File: src/rtl/irq_route_pkg.sv
package irq_route_pkg;
  typedef logic [31:0] word_t;

  localparam word_t VP_RESET  = 32'h8080_0000;
  localparam word_t DE_RESET  = 32'h0000_0001;
  localparam int    MASK_POS  = 31;
  localparam int    CRIT_HIGH = 30;

  // critical route bit for a CPU counts down from CRIT_HIGH
  function automatic logic route_crit(word_t de, int cpu);
    return de[CRIT_HIGH - cpu];
  endfunction

  function automatic logic route_norm(word_t de, int cpu);
    return de[cpu] && !de[CRIT_HIGH - cpu];
  endfunction

  function automatic logic src_live(word_t vp, logic raise);
    return raise && !vp[MASK_POS];
  endfunction
endpackage

File: src/rtl/irq_route_decode.sv
module irq_route_decode #(
  parameter int NUM_SRC = 8,
  parameter int ADDR_W  = 16,
  localparam int SEL_W  = (NUM_SRC > 1) ? $clog2(NUM_SRC) : 1
) (
  input  logic [ADDR_W-1:0] addr,
  input  logic [3:0]        be,
  input  logic              wr,
  output logic              acc_hit,
  output logic              sel_de,
  output logic [SEL_W-1:0]  src_idx,
  output logic [NUM_SRC-1:0] wr_vp_sel,
  output logic [NUM_SRC-1:0] wr_de_sel
);
  localparam int IDX_W = ADDR_W - 5;
  localparam logic [IDX_W-1:0] SRC_LIM = IDX_W'(NUM_SRC);

  logic aligned, full_word, in_range;

  assign aligned   = (addr[3:0] == 4'h0);
  assign full_word = (be == 4'hF);
  assign in_range  = (addr[ADDR_W-1:5] < SRC_LIM);
  assign acc_hit   = aligned && full_word && in_range;
  assign sel_de    = addr[4];
  assign src_idx   = addr[5 +: SEL_W];

  for (genvar s = 0; s < NUM_SRC; s++) begin : g_sel
    assign wr_vp_sel[s] = wr && acc_hit && !sel_de && (src_idx == SEL_W'(s));
    assign wr_de_sel[s] = wr && acc_hit &&  sel_de && (src_idx == SEL_W'(s));
  end
endmodule

File: src/rtl/irq_route_regs.sv
module irq_route_regs
  import irq_route_pkg::*;
#(
  parameter int NUM_SRC  = 8,
  parameter int IPI_BASE = 6,
  parameter int IPI_NUM  = 2,
  localparam int SEL_W   = (NUM_SRC > 1) ? $clog2(NUM_SRC) : 1
) (
  input  logic                     clk,
  input  logic                     rst_n,
  input  logic [NUM_SRC-1:0]       wr_vp_sel,
  input  logic [NUM_SRC-1:0]       wr_de_sel,
  input  word_t                    wdata,
  input  logic [SEL_W-1:0]         src_idx,
  input  logic                     sel_de,
  output logic [NUM_SRC-1:0][31:0] vp_q,
  output logic [NUM_SRC-1:0][31:0] de_q,
  output word_t                    rd_word
);
  for (genvar s = 0; s < NUM_SRC; s++) begin : g_src
    localparam bit IS_IPI = (s >= IPI_BASE) && (s < IPI_BASE + IPI_NUM);
    localparam word_t DE_INIT = IS_IPI ? 32'h0 : DE_RESET;

    always_ff @(posedge clk or negedge rst_n) begin
      if (!rst_n) begin
        vp_q[s] <= VP_RESET;
        de_q[s] <= DE_INIT;
      end else begin
        if (wr_vp_sel[s]) vp_q[s] <= wdata;
        if (wr_de_sel[s]) de_q[s] <= wdata;
      end
    end
  end

  always_comb rd_word = sel_de ? de_q[src_idx] : vp_q[src_idx];

  AST_ONE_TARGET: assert property (@(posedge clk) disable iff (!rst_n)
    $onehot0({wr_vp_sel, wr_de_sel}));
endmodule

File: src/rtl/irq_route_fanout.sv
module irq_route_fanout
  import irq_route_pkg::*;
#(
  parameter int NUM_SRC = 8,
  parameter int NUM_CPU = 2
) (
  input  logic                     clk,
  input  logic                     rst_n,
  input  logic [NUM_SRC-1:0][31:0] vp_q,
  input  logic [NUM_SRC-1:0][31:0] de_q,
  input  logic [NUM_SRC-1:0]       src_raise,
  output logic [NUM_CPU-1:0]       irq_norm,
  output logic [NUM_CPU-1:0]       irq_crit
);
  logic [NUM_SRC-1:0] live;
  logic [NUM_CPU-1:0] norm_nx, crit_nx;

  for (genvar s = 0; s < NUM_SRC; s++) begin : g_live
    assign live[s] = src_live(vp_q[s], src_raise[s]);
  end

  always_comb begin
    norm_nx = '0;
    crit_nx = '0;
    for (int s = 0; s < NUM_SRC; s++) begin
      for (int c = 0; c < NUM_CPU; c++) begin
        if (live[s] && route_crit(de_q[s], c)) crit_nx[c] = 1'b1;
        if (live[s] && route_norm(de_q[s], c)) norm_nx[c] = 1'b1;
      end
    end
  end

  always_ff @(posedge clk or negedge rst_n) begin
    if (!rst_n) begin
      irq_norm <= '0;
      irq_crit <= '0;
    end else begin
      irq_norm <= norm_nx;
      irq_crit <= crit_nx;
    end
  end

  AST_MASKED_QUIET: assert property (@(posedge clk) disable iff (!rst_n)
    (live == '0) |=> (irq_norm == '0 && irq_crit == '0));
endmodule

File: src/rtl/irq_route_bank.sv
module irq_route_bank
  import irq_route_pkg::*;
#(
  parameter int NUM_SRC  = 8,
  parameter int NUM_CPU  = 2,
  parameter int IPI_BASE = 6,
  parameter int IPI_NUM  = 2,
  parameter int ADDR_W   = 16
) (
  input  logic               clk,
  input  logic               rst_n,
  input  logic               bus_wr,
  input  logic               bus_rd,
  input  logic [ADDR_W-1:0]  bus_addr,
  input  logic [3:0]         bus_be,
  input  logic [31:0]        bus_wdata,
  output logic [31:0]        bus_rdata,
  input  logic [NUM_SRC-1:0] src_raise,
  output logic [NUM_CPU-1:0] irq_norm,
  output logic [NUM_CPU-1:0] irq_crit
);
  localparam int SEL_W = (NUM_SRC > 1) ? $clog2(NUM_SRC) : 1;

  logic                     acc_hit, sel_de;
  logic [SEL_W-1:0]         src_idx;
  logic [NUM_SRC-1:0]       wr_vp_sel, wr_de_sel;
  logic [NUM_SRC-1:0][31:0] vp_q, de_q;
  word_t                    rd_word;

  irq_route_decode #(.NUM_SRC(NUM_SRC), .ADDR_W(ADDR_W)) u_dec (
    .addr(bus_addr), .be(bus_be), .wr(bus_wr), .acc_hit(acc_hit),
    .sel_de(sel_de), .src_idx(src_idx),
    .wr_vp_sel(wr_vp_sel), .wr_de_sel(wr_de_sel)
  );

  irq_route_regs #(.NUM_SRC(NUM_SRC), .IPI_BASE(IPI_BASE), .IPI_NUM(IPI_NUM)) u_regs (
    .clk(clk), .rst_n(rst_n), .wr_vp_sel(wr_vp_sel), .wr_de_sel(wr_de_sel),
    .wdata(bus_wdata), .src_idx(src_idx), .sel_de(sel_de),
    .vp_q(vp_q), .de_q(de_q), .rd_word(rd_word)
  );

  irq_route_fanout #(.NUM_SRC(NUM_SRC), .NUM_CPU(NUM_CPU)) u_fan (
    .clk(clk), .rst_n(rst_n), .vp_q(vp_q), .de_q(de_q),
    .src_raise(src_raise), .irq_norm(irq_norm), .irq_crit(irq_crit)
  );

  always_ff @(posedge clk or negedge rst_n) begin
    if (!rst_n)      bus_rdata <= '0;
    else if (bus_rd) bus_rdata <= acc_hit ? rd_word : 32'hFFFF_FFFF;
  end

  AST_RD_ALLONES: assert property (@(posedge clk) disable iff (!rst_n)
    (bus_rd && !acc_hit) |=> (bus_rdata == 32'hFFFF_FFFF));
  AST_WR_IGNORED: assert property (@(posedge clk) disable iff (!rst_n)
    (bus_wr && !acc_hit) |=> ($stable(vp_q) && $stable(de_q)));
endmodule

File: config.mk
export PLATFORM = sky130hd
export DESIGN_NAME = irq_route_bank
export DESIGN_NICKNAME = d
export VERILOG_FILES = /design/src/rtl/irq_route_pkg.sv /design/src/rtl/irq_route_decode.sv /design/src/rtl/irq_route_regs.sv /design/src/rtl/irq_route_fanout.sv /design/src/rtl/irq_route_bank.sv
export SDC_FILE = /design/constraint.sdc
export NUM_CORES = 1
export LEC_CHECK = 0
export BUFFER_PORTS_ARGS = -buffer_cell sky130_fd_sc_hd__buf_2
export CAP_MARGIN = 0
export CORE_MARGIN = 5
export CORE_UTILIZATION = 50
export DETAILED_ROUTE_END_ITERATION = 12
export GPL_TIMING_DRIVEN = 0
export PLACE_DENSITY = 0.67
export SYNTH_ARGS = -nofsm -noshare
export SYNTH_HDL_FRONTEND = slang
export SYNTH_HIERARCHICAL = 1
export SYNTH_SLANG_ARGS = --single-unit
File: constraint.sdc
create_clock -name clk -period 1.85 [get_ports clk]
set_clock_uncertainty 0.15 [all_clocks]
set_input_delay 0 -clock clk [delete_from_list [all_inputs] [get_ports clk]]
set_output_delay 0 -clock clk [all_outputs]
set_load 0.02 [all_outputs]
# == After elaboration in Yosys (flattened, before gate mapping) ==
# Index checks and enable logic that the tools add are counted.
# op_classes
reduce_logical,104
n_lt_le_gt_ge,2
n_eq_ne,8
mux,38
# ops
operator,n
32-bit binary-select mux with 3-bit select,2
32-bit 2-to-1 mux,4
1-bit logical AND,77
1-bit 2-to-1 mux,32
1-bit zero test,25
"3-bit == test, second input constant",4
"11-bit by 4-bit < comparator with 1-bit output, second input constant",1
"3-bit by 2-bit == test with 1-bit output, second input constant",2
"4-bit == test, second input constant",1
4-bit zero test,1
"3-bit by 4-bit < comparator with 1-bit output, second input constant",1
"3-bit by 1-bit == test with 1-bit output, second input constant",1
3-bit zero test,1
# word_totals
output_inout_bits,36
inputBits,64
register_bits,548

# == Logic depth before layout (Yosys ltp) ==
# depth
depth_word,11
depth_mapped,8
depth_no_buf,5

# == Hierarchy ==
# Netlist, hierarchy kept.
# modules_own_cells
mod,area_per_inst_um2,n_inst,seq_area_each_um2,cells_per_inst
irq_route_regs,22676.7,1,12839.8,1391
irq_route_bank,1315.0,1,800.8,137
irq_route_fanout,435.4,1,100.1,48
irq_route_decode,250.2,1,0.0,37

# == Worst setup path before layout ==
# Ideal clock, no wire load.
# synth_timing
path_type,input to register
startpoint,input port bus_addr[14]
endpoint,register u_regs/vp_q[29] (netlist name)
setup_slack_ps,0
t_arrival_ps,1575
path_buffers,2
setup_time_ps,125
cell_stages,6
path_cell_list,nor4_4 > nand2_2 > nor4_1 > clkbuf_1 > buf_1 > mux2_2
# synth_between
elab_chain_cells,5
# synth_rtl
element,line_no,text
start: declaration,irq_route_bank.sv:14,"input logic [ADDR_W-1:0] bus_addr,"
11-bit by 4-bit < comparator with 1-bit output,irq_route_decode.sv:22,assign in_range = (addr[ADDR_W-1:5] < SRC_LIM);
1-bit logical AND,irq_route_decode.sv:23,assign acc_hit = aligned && full_word && in_range;
1-bit logical AND (3 in a row),irq_route_decode.sv:28,assign wr_vp_sel[s] = wr && acc_hit && !sel_de && (src_idx == SEL_W'(s));
named net wr_vp_sel[0],irq_route_bank.sv:26,"logic [NUM_SRC-1:0] wr_vp_sel, wr_de_sel;"
end signal: indexed assignment,irq_route_regs.sv:29,if (wr_vp_sel[s]) vp_q[s] <= wdata;
end: declaration,irq_route_regs.sv:16,"output logic [NUM_SRC-1:0][31:0] vp_q,"
# The timed path passes the listed nets, and every way through them passes these cells.
# A chain may end at the register's enable or synchronous reset.

# == Worst setup path in the final report ==
# layout_timing
startpoint,input port bus_addr[5]
endpoint,register u_regs/de_q[243] (netlist name)
# layout_between
elab_chain_cells,5
# layout_rtl
element,line_no,text
11-bit by 4-bit < comparator with 1-bit output,irq_route_decode.sv:22,
1-bit logical AND,irq_route_decode.sv:23,
1-bit logical AND (2 in a row),irq_route_decode.sv:29,assign wr_de_sel[s] = wr && acc_hit && sel_de && (src_idx == SEL_W'(s));
1-bit logical AND *,irq_route_decode.sv:29,
named net wr_de_sel[7],irq_route_bank.sv:26,
end signal: indexed assignment,irq_route_regs.sv:30,if (wr_de_sel[s]) de_q[s] <= wdata;
end: declaration,irq_route_regs.sv:17,"output logic [NUM_SRC-1:0][31:0] de_q,"
# The timed path passes the listed nets; every way through them passes the cells marked *.

==> flow_summary.toml <==
[outcome]
status = "complete, but fails checks"
failed_checks = "negative hold slack"

[logic_synthesis]
yosys-top-cells-area = "dfrtp_1 (53%), mux2_2 (23%), mux4_2 (12%)"
ys_warn_count = 6
syn_area_per_cell_sq_um = 15.3
yosys.cell_types.count = 28
yosys.area.top_type_share_pct = 53.3
syn_inst = 1613
syn_nets = 1677
synth_edf_count = 0
synthArstFlopShare_pct = 100
synth_area_sq_mm = 0.0247
synth.most_common_cell = "dfrtp_1"
synth-seq-area-share_pct = 55.7
synth_common_cells = "dfrtp_1 (526), mux2_2 (512), mux4_2 (128), a22oi_1 (72), clkbuf_1 (65)"
synth-main-ff-cell = "dfrtp_1"
synth_top_cell_by_area = "dfrtp_1"
synth-seq-cells = 548

[cts]
numCtsBuffers = 56
clockBufferDepth = 3
cts_tree = "yes"
clockRootBuffer = "clkbuf_16"
insertion_delay_ps = 610
path_clk_slew_ps = 60
cts.sinks = 548
ctsHtreeMaxLevel = 2

[floorplan]
dieArea_sq_mm = 0.0539
placementRows = 81
initial_core_util_pct = 50.5
core_sq_mm = 0.0488
die_w_um = 232
num_io_pins = 100
die_h_um = 232

[power_and_ir_drop]
p_leak_nw = 13.6
ir_drop_v = 0.000663
power.density_mw_per_mm2 = 872

[routing]
drt_wl_total_mm = 65.6
viasPerCell = 5.94
drt_iter0_drc = 1144
avgRoutedWirePerCell_um = 25.9
antenna_left = 0
first_pass_iters = 5
vias = 15000
drc = 0

[min_path]
hp-class = "in2async"

[placement]
pre_cts_ws_ps = -1160
dp_hpwl_mm = 42.2
placed_area_sq_mm = 0.0261
portBuffers = 98
gp_congestion = 0.848

[sta]
rsz0062_at_grt = "true"
holdWs_ps = -787
hold_viol_final = 322
finalWorstSetupSlack_ps = 0.539
min_period_ps = 1850
max_freq_mhz = 541
relSlewSlack_pct = 33.0
tightestPinTransition_ps = 1000
setup_viol = 0
tns_ps = 0
slew_violations = 0
period_share_pct = 100

[run]
maxCapViolations = 0

[critical_path]
worstSetupPathType = "in2reg"
path_max_fanout = 10
cp.required_ps = 2190
r2r_cells = 4
cp-start-kind = "input pin"
crit_arrival_ps = 2190
cp-end-kind = "flop"

[grt]
grt_max_degree = 118
grt-ovfl-total = 0
track_usage_pct = 24.6
grt_pass1_vias = 16000
grt_pass1_wl_mm = 100
antenna_found_initial = 2

[finish]
final_nets = 1891
num_antenna_cells = 0
final_area_sq_mm = 0.0288
fillCellCount = 3835
area_delta_synth_final_pct = 16.6
layout-drive-gt1-share_pct = 51.3
post-route-util_pct = 58.9
[worst max-delay path, stage by stage]
cell           delay, ps
buf_2                120
dlygate4sd3_1        560
nand4_1              180
nor2_1               150
clkbuf_1             340
buf_2                450
mux2_2               390
[final cells by class]
| type | count | area [sq um] | area share (%) |
|---|---|---|---|
| buffer | 153 | 818 | 2.84 |
| clock buffer | 84 | 1690 | 5.87 |
| clock inverter | 17 | 278 | 0.965 |
| inverter | 39 | 146 | 0.509 |
| multi-input combinational | 873 | 10100 | 35.2 |
| sequential | 548 | 13700 | 47.8 |
| tap | 664 | 831 | 2.89 |
| timing repair buffer | 156 | 1150 | 4.00 |
[metrics by stage]
step / hold WS, ps / power, mW / std cells
final: -787 / 25.1 / 2534
after global placement: 165 / 13.2 / 2375
after detailed placement: -2.10 / 13.3 / 2379
after global routing: -737 / 25.9 / 2534
after floorplan: -446 / 12.6 / 1613
after CTS: -656 / 25.4 / 2533
[layer usage]
metal	global-route usage [%]	wire length, um
met1	35.2	28500
met2	38.0	30500
met3	5.44	4430
met4	8.12	2100
met5	0	23
[report_power, final]
part | switching [mW] | internal (mW) | total [mW] | leakage, nW
clock | 4.72 | 7.26 | 12.0 | 0.967
sequential | 0.000175 | 12.0 | 12.0 | 7.41
combinational | 0.798 | 0.334 | 1.13 | 5.25
[worst paths after layout]
path                             startpoint                end  slack (ps)
setup / recovery                bus_addr[5]   u_regs/de_q[243]         0.5
hold / removal                        rst_n   u_regs/de_q[252]        -790
setup reg to reg           u_regs/vp_q[255]  u_fan/irq_crit[0]          50
hold reg to reg             u_regs/vp_q[67]    u_regs/vp_q[67]         350
max in group asynchronous             rst_n   u_regs/de_q[220]         460
min in group clk               bus_addr[10]    u_regs/vp_q[28]          50
[flip-flops by register name (all words and copies together), names as in the netlist]
signal	count
u_regs/de_q	256
u_fan/irq_crit	2
u_fan/irq_norm	2
u_regs/vp_q	256
bus_rdata	32
[kinds of logic after synthesis]
kind of cell / synth area share (%)
compound gates: 3.30
buf+inv: 3.31
flops: 55.7
mux: 35.0
simple gates: 2.67
[placed cells by master, fill, tap and decap left out, drive strengths merged]
cell type,count
a22oi,72
clkdlybuf4s15,1
mux2,512
nor2,45
clkinvlp,1
dfrtp,526
clkinv,8
and3,1
o22a,1
mux4,128
nand2,35
nand4,7
a32oi,8
dfstp,22
nand3,1
bufinv,7
nand4b,3
nor2b,20
inv,40
and2,1
clkbuf,175
a31oi,31
buf,165
nor4,6
dlygate4sd3,52
and4bb,2
[what timing repair did]
action / CTS / global route
setup buffers: 0 / 2
pin swaps: 0 / 1
hold buffers: 53 / 1
endpoints found under the hold margin: 671 / 279
resized for setup: 142 / 51
endpoints found under the setup margin: 485 / 482
gates cloned: 0 / 0
No activity file was read; power rests on OpenSTA's default activity.
